==> config.mk <==
export PLATFORM = sky130hd
export DESIGN_NAME = dram_refresh_seq
export DESIGN_NICKNAME = d
export VERILOG_FILES = /design/src/rtl/dram_seq_pkg.sv /design/src/rtl/drs_refresh_timer.sv /design/src/rtl/drs_strobe_engine.sv /design/src/rtl/drs_init_ctrl.sv /design/src/rtl/dram_refresh_seq.sv
export SDC_FILE = /design/constraint.sdc
export NUM_CORES = 1
export LEC_CHECK = 0
export BUFFER_PORTS_ARGS = -buffer_cell sky130_fd_sc_hd__buf_2
export CELL_PAD_IN_SITES_DETAIL_PLACEMENT = 2
export CELL_PAD_IN_SITES_GLOBAL_PLACEMENT = 2
export CORE_MARGIN = 2
export CORE_UTILIZATION = 30
export DETAILED_ROUTE_END_ITERATION = 10
export PLACE_DENSITY_LB_ADDON = 0.1
export SLEW_MARGIN = 40
export SYNTH_ARGS = -nofsm -noshare
export SYNTH_HDL_FRONTEND = slang
export SYNTH_SLANG_ARGS = --single-unit
==> constraint.sdc <==
create_clock -name clk_i -period 2.3 [get_ports clk_i]
set_input_delay 0.345 -clock clk_i [delete_from_list [all_inputs] [get_ports clk_i]]
set_output_delay 0.345 -clock clk_i [all_outputs]
set_load 0.01 [all_outputs]
==> src/rtl/dram_seq_pkg.sv <==
package dram_seq_pkg;
  typedef enum logic [1:0] {CT_PAUSE, CT_INIT, CT_RUN} ctl_st_e;
  typedef enum logic [2:0] {EN_IDLE, EN_PRE, EN_CAS, EN_RAS, EN_RP} eng_st_e;

  // round up to whole cycles, never below one
  function automatic int unsigned ns_to_cyc(input int unsigned ns, input int unsigned per);
    int unsigned c;
    c = (ns + per - 1) / per;
    return (c == 0) ? 1 : c;
  endfunction
endpackage

==> src/rtl/drs_refresh_timer.sv <==
module drs_refresh_timer #(
  parameter int unsigned C_INT = 1950
) (
  input  logic clk_i,
  input  logic rst_ni,
  input  logic en_i,
  input  logic clr_i,
  output logic pend_o
);
  localparam int unsigned TW = $clog2(C_INT + 1);
  localparam logic [TW-1:0] LAST = TW'(C_INT - 1);

  logic [TW-1:0] cnt_q;
  logic          pend_q;
  logic          tick;

  assign tick   = en_i && (cnt_q == LAST);
  assign pend_o = pend_q;

  always_ff @(posedge clk_i or negedge rst_ni) begin
    if (!rst_ni) begin
      cnt_q  <= '0;
      pend_q <= 1'b0;
    end else begin
      if (!en_i || tick) cnt_q <= '0;
      else               cnt_q <= cnt_q + 1'b1;
      if (tick)       pend_q <= 1'b1;
      else if (clr_i) pend_q <= 1'b0;
    end
  end
endmodule

==> src/rtl/drs_strobe_engine.sv <==
module drs_strobe_engine
  import dram_seq_pkg::*;
#(
  parameter int unsigned C_PRE  = 1,
  parameter int unsigned C_CSR  = 1,
  parameter int unsigned C_CHR  = 2,
  parameter int unsigned C_RASW = 7,
  parameter int unsigned C_RP   = 4,
  parameter int unsigned C_RASS = 12500,
  parameter int unsigned C_RPS  = 14
) (
  input  logic clk_i,
  input  logic rst_ni,
  input  logic start_i,
  input  logic sr_i,
  input  logic sr_hold_i,
  output logic idle_o,
  output logic ras_no,
  output logic cas_no
);
  localparam int unsigned CW = $clog2(C_RASS + C_RASW + C_RPS + C_RP + 2);
  localparam logic [CW-1:0] L_PRE  = CW'(C_PRE - 1);
  localparam logic [CW-1:0] L_CSR  = CW'(C_CSR - 1);
  localparam logic [CW-1:0] L_CHR  = CW'(C_CHR - 1);
  localparam logic [CW-1:0] L_RASW = CW'(C_RASW - 1);
  localparam logic [CW-1:0] L_RP   = CW'(C_RP - 1);
  localparam logic [CW-1:0] L_RASS = CW'(C_RASS - 1);
  localparam logic [CW-1:0] L_RPS  = CW'(C_RPS - 1);
  localparam logic [CW-1:0] C_MAX  = {CW{1'b1}};

  eng_st_e       st_q;
  logic [CW-1:0] cnt_q;
  logic          sr_q, ras_q, cas_q;
  logic          ras_done;
  logic [CW-1:0] rp_last;

  assign ras_done = sr_q ? ((cnt_q >= L_RASS) && !sr_hold_i) : (cnt_q == L_RASW);
  assign rp_last  = sr_q ? L_RPS : L_RP;
  assign idle_o   = (st_q == EN_IDLE);
  assign ras_no   = ras_q;
  assign cas_no   = cas_q;

  always_ff @(posedge clk_i or negedge rst_ni) begin
    if (!rst_ni) begin
      st_q  <= EN_IDLE;
      cnt_q <= '0;
      sr_q  <= 1'b0;
      ras_q <= 1'b1;
      cas_q <= 1'b1;
    end else begin
      case (st_q)
        EN_IDLE: if (start_i) begin
          st_q  <= EN_PRE;
          cnt_q <= '0;
          sr_q  <= sr_i;
        end
        EN_PRE: begin
          if (cnt_q == L_PRE) begin
            st_q  <= EN_CAS;
            cnt_q <= '0;
            cas_q <= 1'b0;
          end else cnt_q <= cnt_q + 1'b1;
        end
        EN_CAS: begin
          if (cnt_q == L_CSR) begin
            st_q  <= EN_RAS;
            cnt_q <= '0;
            ras_q <= 1'b0;
          end else cnt_q <= cnt_q + 1'b1;
        end
        EN_RAS: begin
          if (ras_done) begin
            st_q  <= EN_RP;
            cnt_q <= '0;
            ras_q <= 1'b1;
            cas_q <= 1'b1;
          end else begin
            if (cnt_q != C_MAX) cnt_q <= cnt_q + 1'b1;
            if (!sr_q && cnt_q == L_CHR) cas_q <= 1'b1;
          end
        end
        EN_RP: begin
          if (cnt_q == rp_last) begin
            st_q  <= EN_IDLE;
            cnt_q <= '0;
          end else cnt_q <= cnt_q + 1'b1;
        end
        default: st_q <= EN_IDLE;
      endcase
    end
  end
endmodule

==> src/rtl/drs_init_ctrl.sv <==
module drs_init_ctrl
  import dram_seq_pkg::*;
#(
  parameter int unsigned C_PAUSE = 25000,
  parameter int unsigned N_INIT  = 8
) (
  input  logic clk_i,
  input  logic rst_ni,
  input  logic eng_idle_i,
  input  logic pend_i,
  input  logic sr_req_i,
  output logic start_o,
  output logic sr_o,
  output logic ready_o,
  output logic busy_o
);
  localparam int unsigned PW = $clog2(C_PAUSE + 1);
  localparam int unsigned IW = $clog2(N_INIT + 1);
  localparam logic [PW-1:0] PAUSE_LAST = PW'(C_PAUSE - 1);
  localparam logic [IW-1:0] INIT_CNT   = IW'(N_INIT);

  ctl_st_e       st_q;
  logic [PW-1:0] pcnt_q;
  logic [IW-1:0] nis_q;

  always_comb begin
    start_o = 1'b0;
    sr_o    = 1'b0;
    case (st_q)
      CT_INIT: start_o = eng_idle_i && (nis_q != INIT_CNT);
      CT_RUN: if (eng_idle_i) begin
        if (pend_i) start_o = 1'b1;
        else if (sr_req_i) begin
          start_o = 1'b1;
          sr_o    = 1'b1;
        end
      end
      default: ;
    endcase
  end

  assign ready_o = (st_q == CT_RUN);
  assign busy_o  = !ready_o || !eng_idle_i;

  always_ff @(posedge clk_i or negedge rst_ni) begin
    if (!rst_ni) begin
      st_q   <= CT_PAUSE;
      pcnt_q <= '0;
      nis_q  <= '0;
    end else begin
      case (st_q)
        CT_PAUSE: begin
          if (pcnt_q == PAUSE_LAST) st_q <= CT_INIT;
          else                      pcnt_q <= pcnt_q + 1'b1;
        end
        CT_INIT: begin
          if (start_o) nis_q <= nis_q + 1'b1;
          else if (eng_idle_i && nis_q == INIT_CNT) st_q <= CT_RUN;
        end
        default: ;
      endcase
    end
  end
endmodule

==> src/rtl/dram_refresh_seq.sv <==
module dram_refresh_seq
  import dram_seq_pkg::*;
#(
  parameter int unsigned CLK_PERIOD_NS = 8,
  parameter int unsigned T_PAUSE_NS    = 200000,
  parameter int unsigned N_INIT        = 8,
  parameter int unsigned T_CSR_NS      = 5,
  parameter int unsigned T_CHR_NS      = 10,
  parameter int unsigned T_RPC_NS      = 5,
  parameter int unsigned T_RAS_NS      = 50,
  parameter int unsigned T_RP_NS       = 30,
  parameter int unsigned T_REF_NS      = 15600,
  parameter int unsigned T_RASS_NS     = 100000,
  parameter int unsigned T_RPS_NS      = 110
) (
  input  logic clk_i,
  input  logic rst_ni,
  input  logic self_ref_req_i,
  output logic ras_no,
  output logic cas_no,
  output logic we_no,
  output logic ready_o,
  output logic busy_o
);
  localparam int unsigned C_PAUSE = ns_to_cyc(T_PAUSE_NS, CLK_PERIOD_NS);
  localparam int unsigned C_CSR   = ns_to_cyc(T_CSR_NS, CLK_PERIOD_NS);
  localparam int unsigned C_CHR   = ns_to_cyc(T_CHR_NS, CLK_PERIOD_NS);
  localparam int unsigned C_RPC   = ns_to_cyc(T_RPC_NS, CLK_PERIOD_NS);
  localparam int unsigned C_RAS   = ns_to_cyc(T_RAS_NS, CLK_PERIOD_NS);
  localparam int unsigned C_RP    = ns_to_cyc(T_RP_NS, CLK_PERIOD_NS);
  localparam int unsigned C_INT   = ns_to_cyc(T_REF_NS, CLK_PERIOD_NS);
  localparam int unsigned C_RASS  = ns_to_cyc(T_RASS_NS, CLK_PERIOD_NS);
  localparam int unsigned C_RPS   = ns_to_cyc(T_RPS_NS, CLK_PERIOD_NS);
  localparam int unsigned C_RASW  = (C_RAS > C_CHR) ? C_RAS : C_CHR;

  logic eng_idle, pend, start, sr_sel;

  drs_init_ctrl #(
    .C_PAUSE(C_PAUSE),
    .N_INIT (N_INIT)
  ) u_ctrl (
    .clk_i     (clk_i),
    .rst_ni    (rst_ni),
    .eng_idle_i(eng_idle),
    .pend_i    (pend),
    .sr_req_i  (self_ref_req_i),
    .start_o   (start),
    .sr_o      (sr_sel),
    .ready_o   (ready_o),
    .busy_o    (busy_o)
  );

  drs_refresh_timer #(.C_INT(C_INT)) u_timer (
    .clk_i (clk_i),
    .rst_ni(rst_ni),
    .en_i  (ready_o),
    .clr_i (start && !sr_sel),
    .pend_o(pend)
  );

  drs_strobe_engine #(
    .C_PRE (C_RPC),
    .C_CSR (C_CSR),
    .C_CHR (C_CHR),
    .C_RASW(C_RASW),
    .C_RP  (C_RP),
    .C_RASS(C_RASS),
    .C_RPS (C_RPS)
  ) u_eng (
    .clk_i    (clk_i),
    .rst_ni   (rst_ni),
    .start_i  (start),
    .sr_i     (sr_sel),
    .sr_hold_i(self_ref_req_i),
    .idle_o   (eng_idle),
    .ras_no   (ras_no),
    .cas_no   (cas_no)
  );

  assign we_no = 1'b1;
endmodule

# Yosys cells after proc, flatten, opt, wreduce, memory -nomap -nowiden
# Cells that the tools add are included.
# W data, S select, Z words.
[word_totals]
in_bits = 3
word_cells = 104
output_inout_bits = 5
regBits = 53
[op_classes]
addsub = 4
bitwise = 1
n_eq_ne = 24
order_cmp = 1
n_reduce_logical = 30
n_mux = 34
[ops]
columns = ["cell", "count"]
rows = [
  ["$mux W14", 5],
  ["$pmux W14 S4", 1],
  ["$add A15 B1 Y15 const B", 1],
  ["$eq A15 B15 Y1 const B", 1],
  ["$mux W3", 5],
  ["$pmux W3 S5", 1],
  ["$add A14 B1 Y14 const B", 1],
  ["$eq A14 B1 Y1 const B", 1],
  ["$eq A14 B14 Y1", 1],
  ["$eq A14 B3 Y1 const B", 1],
  ["$ge A14 B14 Y1 const B", 1],
  ["$logic_not A14 Y1", 1],
  ["$ne A14 B14 Y1 const B", 1],
  ["$mux W1", 13],
  ["$ne A2 B1 Y1 const B", 6],
  ["$add A11 B1 Y11 const B", 1],
  ["$eq A11 B11 Y1 const B", 1],
  ["$mux W11", 1],
  ["$reduce_and A3 Y1", 3],
  ["$reduce_bool A2 Y1", 4],
  ["$eq A3 B2 Y1 const B", 2],
  ["$logic_and A1 B1 Y1", 6],
  ["$mux W2", 3],
  ["$ne A3 B1 Y1 const B", 2],
  ["21 further kinds", 31],
]

# Depth between registers and ports, before layout
[logic_depth]
ltp_word = 8
depth_mapped = 8
depth_no_buf = 8

# Cells and area by module
# From an unflattened synthesis, not the netlist that was laid out.
[hier_totals]
hier_cells = 321
hier_area_um2 = 3116.7
[by_module_without_submodules]
columns = ["mod", "seq_area_each_um2", "cells_per_inst", "instances", "area_each_um2"]
rows = [
  ["drs_strobe_engine", 503.0, 154, 1, 1358.8],
  ["drs_init_ctrl", 525.5, 106, 1, 1144.8],
  ["drs_refresh_timer", 300.3, 58, 1, 588.1],
  ["dram_refresh_seq", 0.0, 3, 1, 25.0],
]

# Worst setup path before layout
# No wires, ideal clock.
[synth_timing]
path_type = "reg-to-reg"
from = "register u_eng.cnt_q[9]"
to = "register u_eng.cnt_q[2]"
stages_incl_launch_ff = 7
arrival_time_ns = 2.125
required_time_ns = 2.178
setup_slack_ns = 0.054
period_less_slack_ns = 2.246
path_cell_list = "dfrtp_1 -> or4_4 -> nor4_4 -> a31oi_2 -> a211o_1 -> buf_6 -> a32o_1"
[synth_between]
elab_chain_cells = 5
word_cells_on_any_way = 13
[synth_lines]
columns = ["item", "line", "text"]
rows = [
  ["start, declared", "drs_strobe_engine.sv:32", "logic [CW-1:0] cnt_q;"],
  ["start signal, assigned", "drs_strobe_engine.sv:62", "end else cnt_q <= cnt_q + 1'b1;"],
  ["start signal, assigned", "drs_strobe_engine.sv:69", "end else cnt_q <= cnt_q + 1'b1;"],
  ["start signal, assigned", "drs_strobe_engine.sv:78", "if (cnt_q != C_MAX) cnt_q <= cnt_q + 1'b1;"],
  ["$ge A14 B14 Y1", "drs_strobe_engine.sv:37", "assign ras_done = sr_q ? ((cnt_q >= L_RASS) && !sr_hold_i) : (cnt_q == L_RASW);"],
  ["$logic_and A1 B1 Y1", "drs_strobe_engine.sv:37", ""],
  ["$mux W1", "drs_strobe_engine.sv:37", ""],
  ["$mux W14 / $ne A3 B1 Y1 (equally long branches)", "--", ""],
  ["$pmux W14 S4 / $reduce_and A3 Y1 (equally long branches)", "--", ""],
]
# Parallel ways exist; a longest one is shown, timed or not.
# A chain may end at the register's enable or synchronous reset.

# Final worst setup path
# Ends and elaborated chain as after synthesis.

==> impl_metrics.toml <==
[synthesis]
syn_area_per_cell_sq_um = 10.1
synth.top_cell.area_share_pct = 42.8
seq_area_frac_synth_pct = 44.6
yosysUniqueCellTypes = 59
synth_enable_flop_cells = 0
yosysMostFrequentCell = "dfrtp_1"
async_reset_ff_share_pct = 100
yosys_warnings = 0
ys_seq_elements = 53
netlist_area_sq_mm = 0.00298
synth_nets = 309
synth_commonest_cells = "dfrtp_1, nand3_1, nor2_1, inv_1, xnor2_1"
synth_ff_type = "dfrtp_1"
yosys.area.top_type = "dfrtp_1"
synth.area.top_cells = "dfrtp_1, ha_1, xnor2_1"
netlist_instances = 294

[route]
vias_per_cell = 5.09
initialDrtViolationCount = 95
final_antenna_net_count = 0
drtPass1Iterations = 4
drt_wl_total_mm = 7.65
num_vias = 2361
wl_per_cell_microns = 16.5
drc = 0

[clocking]
cts_buffers = 5
cts_htree_levels = 2
worstSkewPairLatency_ns = 0.32
root_buffer = "clkbuf_8"
clkTransAtPathRegs_ns = 0.12
cts_tree = "yes"
clkSinkCount = 53
clockBufferDepth = 2

[worst_setup_path]
worstSetupStartpointType = "register"
max_stage_delay_ns = 0.56
crit_path_top_delay_cell = "or4_4"
path_cells = "or4_4, nor4_4, buf_4, nand4_4, a211o_2, a32o_1"
rr_endpoint = "u_eng.cnt_q[2]"
reg2reg_setup_slack_ns = 0.003
end_kind = "register"
worst_ep_required_time_ns = 2.52
crit_type = "reg2reg"
critPathMaxFanout = 10
r2r_cells = 6
reg2reg_from = "u_eng.cnt_q[9]"
worstPathArrival_ns = 2.52

[sta]
final-max-slew-violation-count = 0
fmax_ghz = 0.435
worst_slack_ns = 0.00268
finalSetupViolCount = 0
finalCriticalPeriod_ns = 2.30
hold_viol_final = 0
rsz0062_at_grt = "yes"
finalCritPeriodShare_pct = 99.9
clock_skew_ns = 0.0176

[min_path]
min_to = "u_ctrl.pcnt_q[14]"
holdPathStages = 1
min_path_type = "reg2reg"
min-delay-start = "u_ctrl.pcnt_q[14]"

[cells_and_area]
area_growth_syn_to_layout_pct = 17.8
diodes = 0
drive_gt1_share_pct = 23.3
instances_no_fill = 464
utilization_pct = 36.2
nets = 345
nFillCells = 1055

[place]
dpl.cell_count = 453
dp_slack_ns = -0.0559
hpwl_mm = 5.71
routabilityCongestion = 0.780
io_buffers = 6

[job]
cap_violations = 0

[floorplanning]
rows = 36
fp.dieH_microns = 104
design.core.area_sq_mm = 0.00968
die_w_microns = 104
initial_utilization_pct = 30.8
die_area_sq_mm = 0.0107
io_pins = 8

[pwr]
leakage_uw = 0.00156
ir_worst_vdd_uv = 223
power_uw = 1550
pwr_density_cell_mw_per_mm2 = 443

[global_routing]
grt.overflow.total = 0
grt_max_degree = 23
gr-usage-all-layers_pct = 14.9
grt_pass1_wl_mm = 13.2
antenna_found_initial = 0
grt_pass1_vias = 2499

[run_status]
outcome = "finished clean"
==> worst max path at each step <==
stage / to / slack (ns) / start / cells after the start
2_1_floorplan: u_eng.cnt_q[2] / 0.05 / u_eng.cnt_q[9] / 6
3_3_place_gp: u_eng.cnt_q[2] / -0.02 / u_eng.cnt_q[9] / 6
3_5_place_dp: u_eng.cnt_q[2] / -0.06 / u_eng.cnt_q[9] / 6
4_1_cts: u_eng.cnt_q[6] / -0.03 / u_eng.cnt_q[9] / 8
5_1_grt: u_eng.cnt_q[6] / -0.11 / u_eng.cnt_q[9] / 8
6_report: u_eng.cnt_q[2] / 0.003 / u_eng.cnt_q[9] / 6
==> cell families after synthesis <==
logic type,after synthesis,synth area share [%]
flops,53,44.6
xor+xnor,27,7.94
other cells,1,0.126
compound gates,64,16.0
buf+inv,30,4.75
mux,5,1.85
simple gates,102,19.7
fa+ha+maj,12,5.04
==> critical path, delay by kind of cell, from the launching register on <==
| kind | cells | cell delay, ns |
|---|---|---|
| AOI/OAI and AO/OA | 2 | 0.73 |
| DFF | 1 | 0.39 |
| buffers and inverters | 1 | 0.17 |
| and+or+nand+nor | 3 | 0.91 |
==> final cells by class <==
cell class | count | area, sq um | share of cell area (%)
Multi-Input combinational cell | 211 | 1550 | 44.2
Sequential cell | 53 | 1330 | 37.9
Timing Repair Buffer | 41 | 299 | 8.52
Inverter | 18 | 67.6 | 1.93
Tap cell | 133 | 166 | 4.74
Clock buffer | 5 | 68.8 | 1.96
Clock inverter | 3 | 28.8 | 0.820
==> repair_timing <==
item / 4_1_cts / 5_1_grt
endpoints found under the setup margin: 10 / 15
hold buffers: 1 / 0
endpoints found under the hold margin: 20 / 0
pin swaps: 0 / 3
resized for setup: 2 / 6
buffers inserted: 1 / 1
==> routing by layer <==
layer  vias to the layer above  track usage, %  share of wire, %
met5                         -               0                 0
li1                       1135               -                 -
met1                      1205            22.1                51
met3                         4            2.52               2.2
met4                         0            2.61              0.63
met2                        17            23.1                46
==> through the flow <==
| stage | TNS, ns | hold WS (ns) | instance area [sq um] |
|---|---|---|---|
| 2_1_floorplan | 0 | 0.0494 | 2980 |
| 3_3_place_gp | -0.0226 | 0.337 | 3340 |
| 3_5_place_dp | -0.104 | 0.348 | 3340 |
| 4_1_cts | -0.0588 | 0.481 | 3470 |
| 5_1_grt | -0.741 | 0.504 | 3510 |
| 6_report | 0 | 0.474 | 3510 |
==> placed cells by master, fill, tap and decap left out, types with 3 or more instances in the layout <==
cell type  count
mux2_2         4
nand4_1        7
nor4_1         3
ha_1          12
nand2_1        9
nor3_1         4
nand3_1       24
nor2_1        22
xor2_1        11
and2_1         3
o21ai_0       10
xnor2_1       16
inv_1         18
a41oi_1        6
a31o_2         4
dfrtp_1       51
buf_4         33
and3_1         9
clkbuf_8       5
a21oi_1        8
a31oi_1        8
o21bai_1       3
buf_2          6
o211ai_1       4
==> power by group <==
group / leakage, uW / internal [uW] / switching (uW)
clock network: 0.0000506 / 229 / 367
registers: 0.000704 / 932 / 0
logic: 0.000810 / 4.95 / 21.0
==> flip-flops by register name, summed over array words and instances, names as in the netlist <==
register / cells
u_timer.cnt_q: 11
u_eng.ras_no: 1
u_ctrl.nis_q: 4
u_eng.cas_no: 1
u_eng.sr_q: 1
u_timer.pend_o: 1
u_eng.cnt_q: 14
u_ctrl.pcnt_q: 15
u_eng.st_q: 3
u_ctrl.st_q: 2
Power figures use the tool's default switching activity.
